$ cat src/rtl/pcap_pkg.sv
// Package: shared types and helpers for the pulse capture timer.
// Assumes nothing beyond a single clock domain for all users.
package pcap_pkg;

    // Polarity encoding of a selected transition.
    typedef enum logic {
        POL_FALL = 1'b0,
        POL_RISE = 1'b1
    } pol_e;

    // Picks the detected edge that matches a polarity selection.
    function automatic logic pick_edge(input pol_e pol, input logic rise, input logic fall);
        return (pol == POL_RISE) ? rise : fall;
    endfunction

endpackage

$ cat src/rtl/pcap_edge_det.sv
// Module: pcap_edge_det
// Synchronizes an asynchronous input through SYNC_STAGES flops and flags
// rising and falling transitions by comparing the last synchronized sample
// with the one before it. Assumes the input is glitch-free relative to the
// clock period; a level must be held at least one cycle to be seen.
module pcap_edge_det #(
    parameter int SYNC_STAGES = 2
) (
    input  logic clk,
    input  logic rst_n,
    input  logic din,
    output logic rise,
    output logic fall
);

    localparam int PIPE_W = SYNC_STAGES + 1;

    logic [PIPE_W-1:0] pipe;
    logic              cur;
    logic              prev;

    // Shift the input through the synchronizer plus one history stage.
    always_ff @(posedge clk) begin
        if (!rst_n) begin
            pipe <= '0;
        end else begin
            pipe <= {pipe[PIPE_W-2:0], din};
        end
    end

    assign cur  = pipe[SYNC_STAGES-1];
    assign prev = pipe[SYNC_STAGES];

    // Transition flags from the two most recent synchronized samples.
    always_comb begin
        rise = cur & ~prev;
        fall = ~cur & prev;
    end

endmodule

$ cat src/rtl/pcap_interval_cnt.sv
// Module: pcap_interval_cnt
// Interval counter. It waits for the start edge, then counts reference cycles
// until the stop edge, at which it presents the count for capture. With
// matching polarities the stop edge restarts counting at once. If the count
// reaches its maximum with no stop edge, the measurement is abandoned and an
// overflow event is raised. Assumes the polarity selects are changed only
// while idle or under reset.
module pcap_interval_cnt
    import pcap_pkg::*;
#(
    parameter int CNT_W = 32
) (
    input  logic             clk,
    input  logic             rst_n,
    input  logic             rise,
    input  logic             fall,
    input  logic             start_rise,
    input  logic             stop_rise,
    output logic             cap_evt,
    output logic [CNT_W-1:0] cap_val,
    output logic             ovf_evt
);

    localparam logic [CNT_W-1:0] CNT_MAX = {CNT_W{1'b1}};
    localparam logic [CNT_W-1:0] CNT_ONE = {{(CNT_W-1){1'b0}}, 1'b1};

    logic             busy;
    logic [CNT_W-1:0] cnt;
    logic             start_hit;
    logic             stop_hit;
    logic             chained;

    // Decode the selected start and stop edges.
    always_comb begin
        start_hit = pick_edge(pol_e'(start_rise), rise, fall);
        stop_hit  = pick_edge(pol_e'(stop_rise), rise, fall);
        chained   = (start_rise == stop_rise);
    end

    // Events presented to the result register.
    always_comb begin
        cap_evt = busy & stop_hit;
        cap_val = cnt;
        ovf_evt = busy & ~stop_hit & (cnt == CNT_MAX);
    end

    // Counting state: idle, counting, restart, or abandon.
    always_ff @(posedge clk) begin
        if (!rst_n) begin
            busy <= 1'b0;
            cnt  <= '0;
        end else if (busy) begin
            if (stop_hit) begin
                busy <= chained;
                cnt  <= chained ? CNT_ONE : '0;
            end else if (cnt == CNT_MAX) begin
                busy <= 1'b0;
                cnt  <= '0;
            end else begin
                cnt <= cnt + CNT_ONE;
            end
        end else if (start_hit) begin
            busy <= 1'b1;
            cnt  <= CNT_ONE;
        end
    end

    // a running count advances by one each cycle with no stop edge.
    a_r3_count_step: assert property (@(posedge clk) disable iff (!rst_n)
        (busy && !stop_hit && cnt != CNT_MAX) |=> (cnt == $past(cnt) + CNT_ONE));

    // with matching polarities a capture leaves the counter running.
    a_r4_chain_restart: assert property (@(posedge clk) disable iff (!rst_n)
        (cap_evt && chained) |=> (busy && cnt == CNT_ONE));

    // an abandoned interval never coincides with a capture.
    a_r8_ovf_excl: assert property (@(posedge clk) disable iff (!rst_n)
        ovf_evt |=> !busy);

endmodule

$ cat src/rtl/pcap_result_reg.sv
// Module: pcap_result_reg
// Host-facing result register. It latches each captured count, raises a
// one-cycle valid strobe and keeps the sticky fresh, overrun and overflow
// flags. A read strobe acknowledges all three flags. Assumes capture and
// overflow events never occur in the same cycle.
module pcap_result_reg #(
    parameter int CNT_W = 32
) (
    input  logic             clk,
    input  logic             rst_n,
    input  logic             cap_evt,
    input  logic [CNT_W-1:0] cap_val,
    input  logic             ovf_evt,
    input  logic             rd,
    output logic [CNT_W-1:0] result_q,
    output logic             result_vld,
    output logic             fresh,
    output logic             overrun,
    output logic             overflow
);

    // Latch results and maintain the sticky status bits.
    always_ff @(posedge clk) begin
        if (!rst_n) begin
            result_q   <= '0;
            result_vld <= 1'b0;
            fresh      <= 1'b0;
            overrun    <= 1'b0;
            overflow   <= 1'b0;
        end else begin
            result_vld <= cap_evt;
            if (cap_evt) begin
                result_q <= cap_val;
            end
            fresh    <= cap_evt | (fresh & ~rd);
            overrun  <= (cap_evt & fresh & ~rd) | (overrun & ~rd);
            overflow <= ovf_evt | (overflow & ~rd);
        end
    end

    // the valid strobe never lasts two cycles.
    a_r5_vld_single: assert property (@(posedge clk) disable iff (!rst_n)
        result_vld |=> !result_vld);

    // a new result is always marked unread.
    a_r6_vld_fresh: assert property (@(posedge clk) disable iff (!rst_n)
        result_vld |-> fresh);

    // fresh stays set until acknowledged.
    a_r6_fresh_hold: assert property (@(posedge clk) disable iff (!rst_n)
        (fresh && !rd) |=> fresh);

    // the result holds whenever no capture is signalled.
    a_r8_result_kept: assert property (@(posedge clk) disable iff (!rst_n)
        !result_vld |-> $stable(result_q));

    // overflow stays set until acknowledged.
    a_r8_ovf_hold: assert property (@(posedge clk) disable iff (!rst_n)
        (overflow && !rd) |=> overflow);

endmodule

$ cat src/rtl/pulse_capture_timer.sv
// Module: pulse_capture_timer
// Top level of the edge-selectable pulse capture timer. It chains the input
// synchronizer and edge detector, the interval counter and the host result
// register. Assumes one reference clock and that the polarity selects are
// changed only under reset or while no interval is running.
module pulse_capture_timer #(
    parameter int CNT_W       = 32,
    parameter int SYNC_STAGES = 2
) (
    input  logic             clk,
    input  logic             rst_n,
    input  logic             sig_in,
    input  logic             start_rise,
    input  logic             stop_rise,
    input  logic             rd_strobe,
    output logic [CNT_W-1:0] result_q,
    output logic             result_vld,
    output logic             fresh,
    output logic             overrun,
    output logic             overflow
);

    logic             rise;
    logic             fall;
    logic             cap_evt;
    logic [CNT_W-1:0] cap_val;
    logic             ovf_evt;

    pcap_edge_det #(
        .SYNC_STAGES(SYNC_STAGES)
    ) u_edge (
        .clk (clk),
        .rst_n(rst_n),
        .din (sig_in),
        .rise(rise),
        .fall(fall)
    );

    pcap_interval_cnt #(
        .CNT_W(CNT_W)
    ) u_cnt (
        .clk       (clk),
        .rst_n     (rst_n),
        .rise      (rise),
        .fall      (fall),
        .start_rise(start_rise),
        .stop_rise (stop_rise),
        .cap_evt   (cap_evt),
        .cap_val   (cap_val),
        .ovf_evt   (ovf_evt)
    );

    pcap_result_reg #(
        .CNT_W(CNT_W)
    ) u_res (
        .clk       (clk),
        .rst_n     (rst_n),
        .cap_evt   (cap_evt),
        .cap_val   (cap_val),
        .ovf_evt   (ovf_evt),
        .rd        (rd_strobe),
        .result_q  (result_q),
        .result_vld(result_vld),
        .fresh     (fresh),
        .overrun   (overrun),
        .overflow  (overflow)
    );

endmodule

$ cat config.mk
export PLATFORM = sky130hd
export DESIGN_NAME = pulse_capture_timer
export DESIGN_NICKNAME = d
export VERILOG_FILES = /design/src/rtl/pcap_pkg.sv /design/src/rtl/pcap_edge_det.sv /design/src/rtl/pcap_interval_cnt.sv /design/src/rtl/pcap_result_reg.sv /design/src/rtl/pulse_capture_timer.sv
export SDC_FILE = /design/constraint.sdc
export NUM_CORES = 1
export LEC_CHECK = 0
export BUFFER_PORTS_ARGS = -buffer_cell sky130_fd_sc_hd__buf_2
export CAP_MARGIN = 5
export CELL_PAD_IN_SITES_DETAIL_PLACEMENT = 0
export CELL_PAD_IN_SITES_GLOBAL_PLACEMENT = 1
export CORE_ASPECT_RATIO = 0.5
export CORE_UTILIZATION = 42
export DETAILED_ROUTE_END_ITERATION = 8
export PLACE_DENSITY = 0.82
export SKIP_CTS_REPAIR_TIMING = 1
export SLEW_MARGIN = 15
export SYNTH_ARGS = -nofsm -noshare
export SYNTH_HDL_FRONTEND = slang
export SYNTH_SLANG_ARGS = --single-unit
$ cat constraint.sdc
create_clock -name clk -period 2.7 [get_ports clk]
set_input_delay 0.675 -clock clk [delete_from_list [all_inputs] [get_ports clk]]
set_output_delay 0.675 -clock clk [all_outputs]
set_load 0.05 [all_outputs]
; Word-level counts from Yosys, hierarchy flattened
; Cells that the tools add are included.
[totals]
reg_bits = 72
output_inout_bits = 36
wordCells = 40
[op_classes]
addsub = 1
eq_ne = 2
mux = 11
bitwise_logic = 17
reduce_logical = 1
[op_table]
columns = operator, count
row1 = 32-bit two-way mux, 4
row2 = 32-bit by 1-bit adder with 32-bit output (second input constant), 1
row3 = 32-bit == test (second input constant), 1
row4 = 1-bit AND, 10
row5 = 1-bit two-way mux, 7
row6 = 1-bit inverter, 4
row7 = 1-bit OR, 3
row8 = 2-bit nonzero test, 1
row9 = 1-bit == test, 1

; Logic depth before layout (Yosys ltp)
[depth]
depth_word = 7
ltp_mapped = 8

; By module
; A second synthesis with hierarchy kept.
[unflattened]
cells_unflattened = 382
area_unflattened_um2 = 3485.8
[modules_own_cells]
columns = module, instances, cells_per_inst, area_each_um2, seq_area_each_um2
row1 = pcap_interval_cnt, 1, 260, 2019.4, 660.6
row2 = pcap_result_reg, 1, 114, 1375.1, 720.7
row3 = pcap_edge_det, 1, 8, 91.3, 60.1

; Worst setup path before layout
; Ideal clock, no wire load.
[synth_path]
kind = reg2reg
start = register u_cnt.cnt[0], in the netlist u_cnt.cap_val[0]
end = register u_cnt.cnt[16], in the netlist u_cnt.cap_val[16]
setup_ps = 126
arrival_ps = 2168
required_ps = 2574
setup_slack_ps = 405
path_stages_with_launch = 9
n_path_buf = 2
synth_period_minus_slack_ps = 2295
cell_sequence = dfxtp_1 > ha_1 > nand3_2 > or3_4 > or4_4 > buf_6 > nand2_1 > buf_2 > o211ai_1
[synth_between]
elab_chain_len = 4
elab_cells_between_ends = 5
cone_classes = add/sub (1) / eq/ne (1) / mux (3)
[synth_lines]
columns = item, line
row1 = from (decl), pcap_interval_cnt.sv:28  ; logic [CNT_W-1:0] cnt;
row2 = from (signal assigned), pcap_interval_cnt.sv:55  ; cnt <= chained ? CNT_ONE : '0;
row3 = from (signal assigned), pcap_interval_cnt.sv:60  ; cnt <= cnt + CNT_ONE;
row4 = 32-bit by 1-bit adder with 32-bit output / 32-bit == test (equally long branches), "pcap_interval_cnt.sv:60, pcap_interval_cnt.sv:56"
row5 = 32-bit two-way mux (*), pcap_interval_cnt.sv:56  ; end else if (cnt == CNT_MAX) begin
row6 = 32-bit two-way mux (*), pcap_interval_cnt.sv:53  ; if (stop_hit) begin
row7 = 32-bit two-way mux (*), pcap_interval_cnt.sv:52  ; end else if (busy) begin
; Mark *: on every way between the ends. The rest lies on a longest branch, timed or not.
; A chain may end at the register's enable or synchronous reset.

; Worst setup path in the final report
[layout_path]
start = register u_cnt.cnt[1], in the netlist u_cnt.cap_val[1]
end = register u_cnt.cnt[12], in the netlist u_cnt.cap_val[12]
; Same word-level chain as after synthesis.

==> summary.txt <==
Logic synthesis
  • Post-Synthesis Cells: 396
  • Flop and latch count out of synthesis: 72
  • Ys async rst share: 0%
  • Post-synth top flop: dfxtp_1
  • Post-Syn Area: 0.00314 mm2
  • Sequential fraction of the synthesis area: 45.9%
  • Syn Area/Cell: 7.93 um2
  • Syn nets: 403
  • Distinct cell type count after synthesis: 45
  • Post-synth EDFFs: 0
  • Synth Warn #: 0

Route
  • Final WL: 7090 um
  • Highest Signal Layer: met4
  • Via count: 2841
  • Metal3 WL: 405 um
  • DR iter-0 viols: 181
  • Wirelength per Cell: 13.4 um
  • Drt pass-1 iters: 4
  • Met2 WL: 2920 um
  • Antenna-violating nets left: 0
  • DRC Markers: 0
  • Via-to-Cell Ratio: 5.36
  • Met1 Wirelength: 3700 um

CTS
  • Root buf cell: clkbuf_16
  • Total clock sinks: 72
  • # H-tree levels: 3
  • Worst-path clk slew: 0.06 ns
  • Num CTS Buffers: 9
  • Buffer depth of the longest clock path: 2
  • TritonCTS clock tree: built
  • Clk_lat worst skew: 0.33 ns

GRT
  • First-pass GRT wire length: 12000 um
  • Vias in the first global route: 2471
  • Total gr overflow: 0
  • Largest net degree at the start of global routing: 31
  • Overall routing resource usage: 19.3%
  • Initial antenna violation count: 0

Critical path
  • Endpoint type of the worst setup path: register
  • Crit-path max cell delay: 0.63 ns
  • CP max FO: 15
  • Required @ worst endpoint: 2.92 ns
  • Crit start category: register
  • WS Path Type: reg -> reg
  • WP data arrival: 2.74 ns
  • CP cell instances: ha_1, nand3_2, or3_4, or4_4, and2_1, a221o_1
  • Crit path max-delay cell type: or4_4

STA
  • Final Hold Vio Count: 0
  • Setup_tns: 0 ns
  • Worst Max-Slew Pin Slew: 0.641 ns
  • Achievable Freq: 397 MHz
  • Slew Viols, Final: 0
  • Final setup violation count: 0
  • Worst hold margin: 0.433 ns
  • Rel. slew slack: 57.2%
  • Post-layout worst setup margin: 0.182 ns
  • Final worst path period share: 93.2%
  • Clock Skew: 0.00591 ns
  • Unrepaired setup endpoints after global routing: false
  • Period minus WS final: 2.52 ns

Placement
  • Pre-CTS WS: 0.194 ns
  • Post-DP HPWL: 4920 um
  • GPL Wtd Cong: 0.836
  • Number of buffers added on ports: 41
  • Placed Instance Area: 0.00345 mm2

Floorplanning
  • Starting Density: 45.1%
  • Die X-Extent: 124 um
  • Rows: 21
  • Core Area: 0.00696 mm2
  • Io pins: 42
  • Die area: 0.00785 mm2
  • Die Y: 63.2 um

Final layout
  • Multi-input combinational cell area: 0.00157 mm2
  • Sequential cell area: 0.00144 mm2
  • Antenna fix cells: 0
  • Filler Cell Count: 642
  • Synth-to-Final Area Change: 19.6%
  • Post-layout instance area: 0.00376 mm2
  • Layout cells sized above 1: 17.8%
  • NumNets Final: 441

Min path
  • Tightest Hold Check Type: reg -> reg

Power and ir drop
  • Leakage: 0.00139 uW
  • Pwr Total: 2360 uW
  • Maximum VDD drop: 0.332 mV
  • PwrDens: 628 mW/mm2

Run status
  • Status: complete, no violations

Flow run
  • Max_cap viols: 0
[cells by family (layout without fill, tap and decap cells)]
family	count (synthesis)	after routing	synth area share, %
AO/OA/AOI/OAI	90	90	16.6
XOR/XNOR	5	5	1.39
adder cells (fa/ha/maj)	1	1	0.398
buffers and inverters	34	76	4.42
flip-flops	72	72	45.9
AND/OR/NAND/NOR	194	194	31.3
[cells in the final DEF, fill, tap and decap left out, drive strengths merged, types with 2 or more instances in the layout]
cell type / netlist / final
or2: 4 / 4
a31oi: 10 / 10
xor2: 4 / 4
and4: 6 / 6
nand2b: 2 / 2
a221o: 3 / 3
o21ai: 18 / 18
and3: 3 / 3
dfxtp: 72 / 72
nor3: 6 / 6
or3: 7 / 7
inv: 7 / 7
nand4: 20 / 20
nand2: 95 / 95
a21oi: 43 / 43
clkinv: 0 / 2
nor4: 4 / 4
nor2: 9 / 9
buf: 4 / 54
o211ai: 2 / 2
o311ai: 2 / 2
or4: 2 / 2
o22ai: 2 / 2
clkbuf: 23 / 11
nand3: 22 / 22
a21o: 3 / 3
and2: 7 / 7
o31ai: 4 / 4
bufinv: 0 / 2
[critical path, delay by kind of cell, from the launching register on]
kind	cells	cell delay, ns
AOI/OAI and AO/OA	1	0.29
and+or+nand+nor	4	1.48
adders and majority gates	1	0.23
DFF	1	0.40
[report_power, final]
group	total [uW]	switching, uW	internal, uW
Sequential	1070	5.54	1070
Clock	1220	418	800
Combinational	66.4	46.7	19.7
[per-stage QoR]
stage	util (%)	instances
after floorplan	-	396
after global placement	49.6	515
after detailed placement	49.6	515
after CTS	54.0	530
after global routing	54.0	530
final	54.0	530
[registers in the layout, indices dropped and copies added, names as in the netlist]
register,flops
u_cnt.busy,1
u_res.overrun,1
u_res.result_q,32
u_res.result_vld,1
u_edge.pipe,3
u_res.overflow,1
u_res.fresh,1
u_cnt.cap_val,32
[synthesized netlist by cell type, types with 2 or more instances]
cell,count,area (um2)
a21o_1,3,22.5
a21oi_1,43,215
a221o_1,3,30.0
a31oi_1,10,62.6
and2_1,6,37.5
and3_1,3,18.8
and4_1,6,52.6
buf_2,3,15.0
clkbuf_1,23,86.3
dfxtp_1,72,1440
inv_1,7,26.3
nand2_1,95,357
nand2b_1,2,12.5
nand3_1,21,105
nand4_1,19,119
nor2_1,9,33.8
nor3_1,6,30.0
nor4_1,4,25.0
o211ai_1,2,15.0
o21ai_0,18,90.1
o22ai_1,2,12.5
o311ai_0,2,17.5
o31ai_1,4,30.0
or2_2,4,25.0
or3_1,6,37.5
xor2_1,4,35.0
[path summary, 6_finish.rpt]
check | startpoint | to | slack, ns | cells after the start
max | u_cnt.cap_val[1] | u_cnt.cap_val[12] | 0.18 | 6
min | u_edge.pipe[0] | u_edge.pipe[1] | 0.43 | 1
max reg2reg | u_cnt.cap_val[1] | u_cnt.cap_val[12] | 0.18 | 6
min reg2reg | u_edge.pipe[0] | u_edge.pipe[1] | 0.43 | 1
[metal layers]
layer,up-vias,track usage [%]
li1,1483,-
met1,1289,26.8
met2,63,27.6
met3,6,5.95
met4,0,7.68
met5,-,0
[final cells by class]
| type | instances | area share [%] |
|---|---|---|
| clock buffers | 11 | 6.19 |
| clock inverters | 4 | 1.86 |
| multi-input cells | 290 | 41.8 |
| flip-flops and latches | 72 | 38.4 |
| inverters | 7 | 0.699 |
| repair buffers | 54 | 8.06 |
| well taps | 92 | 3.06 |
No activity file was read; power rests on OpenSTA's default activity.
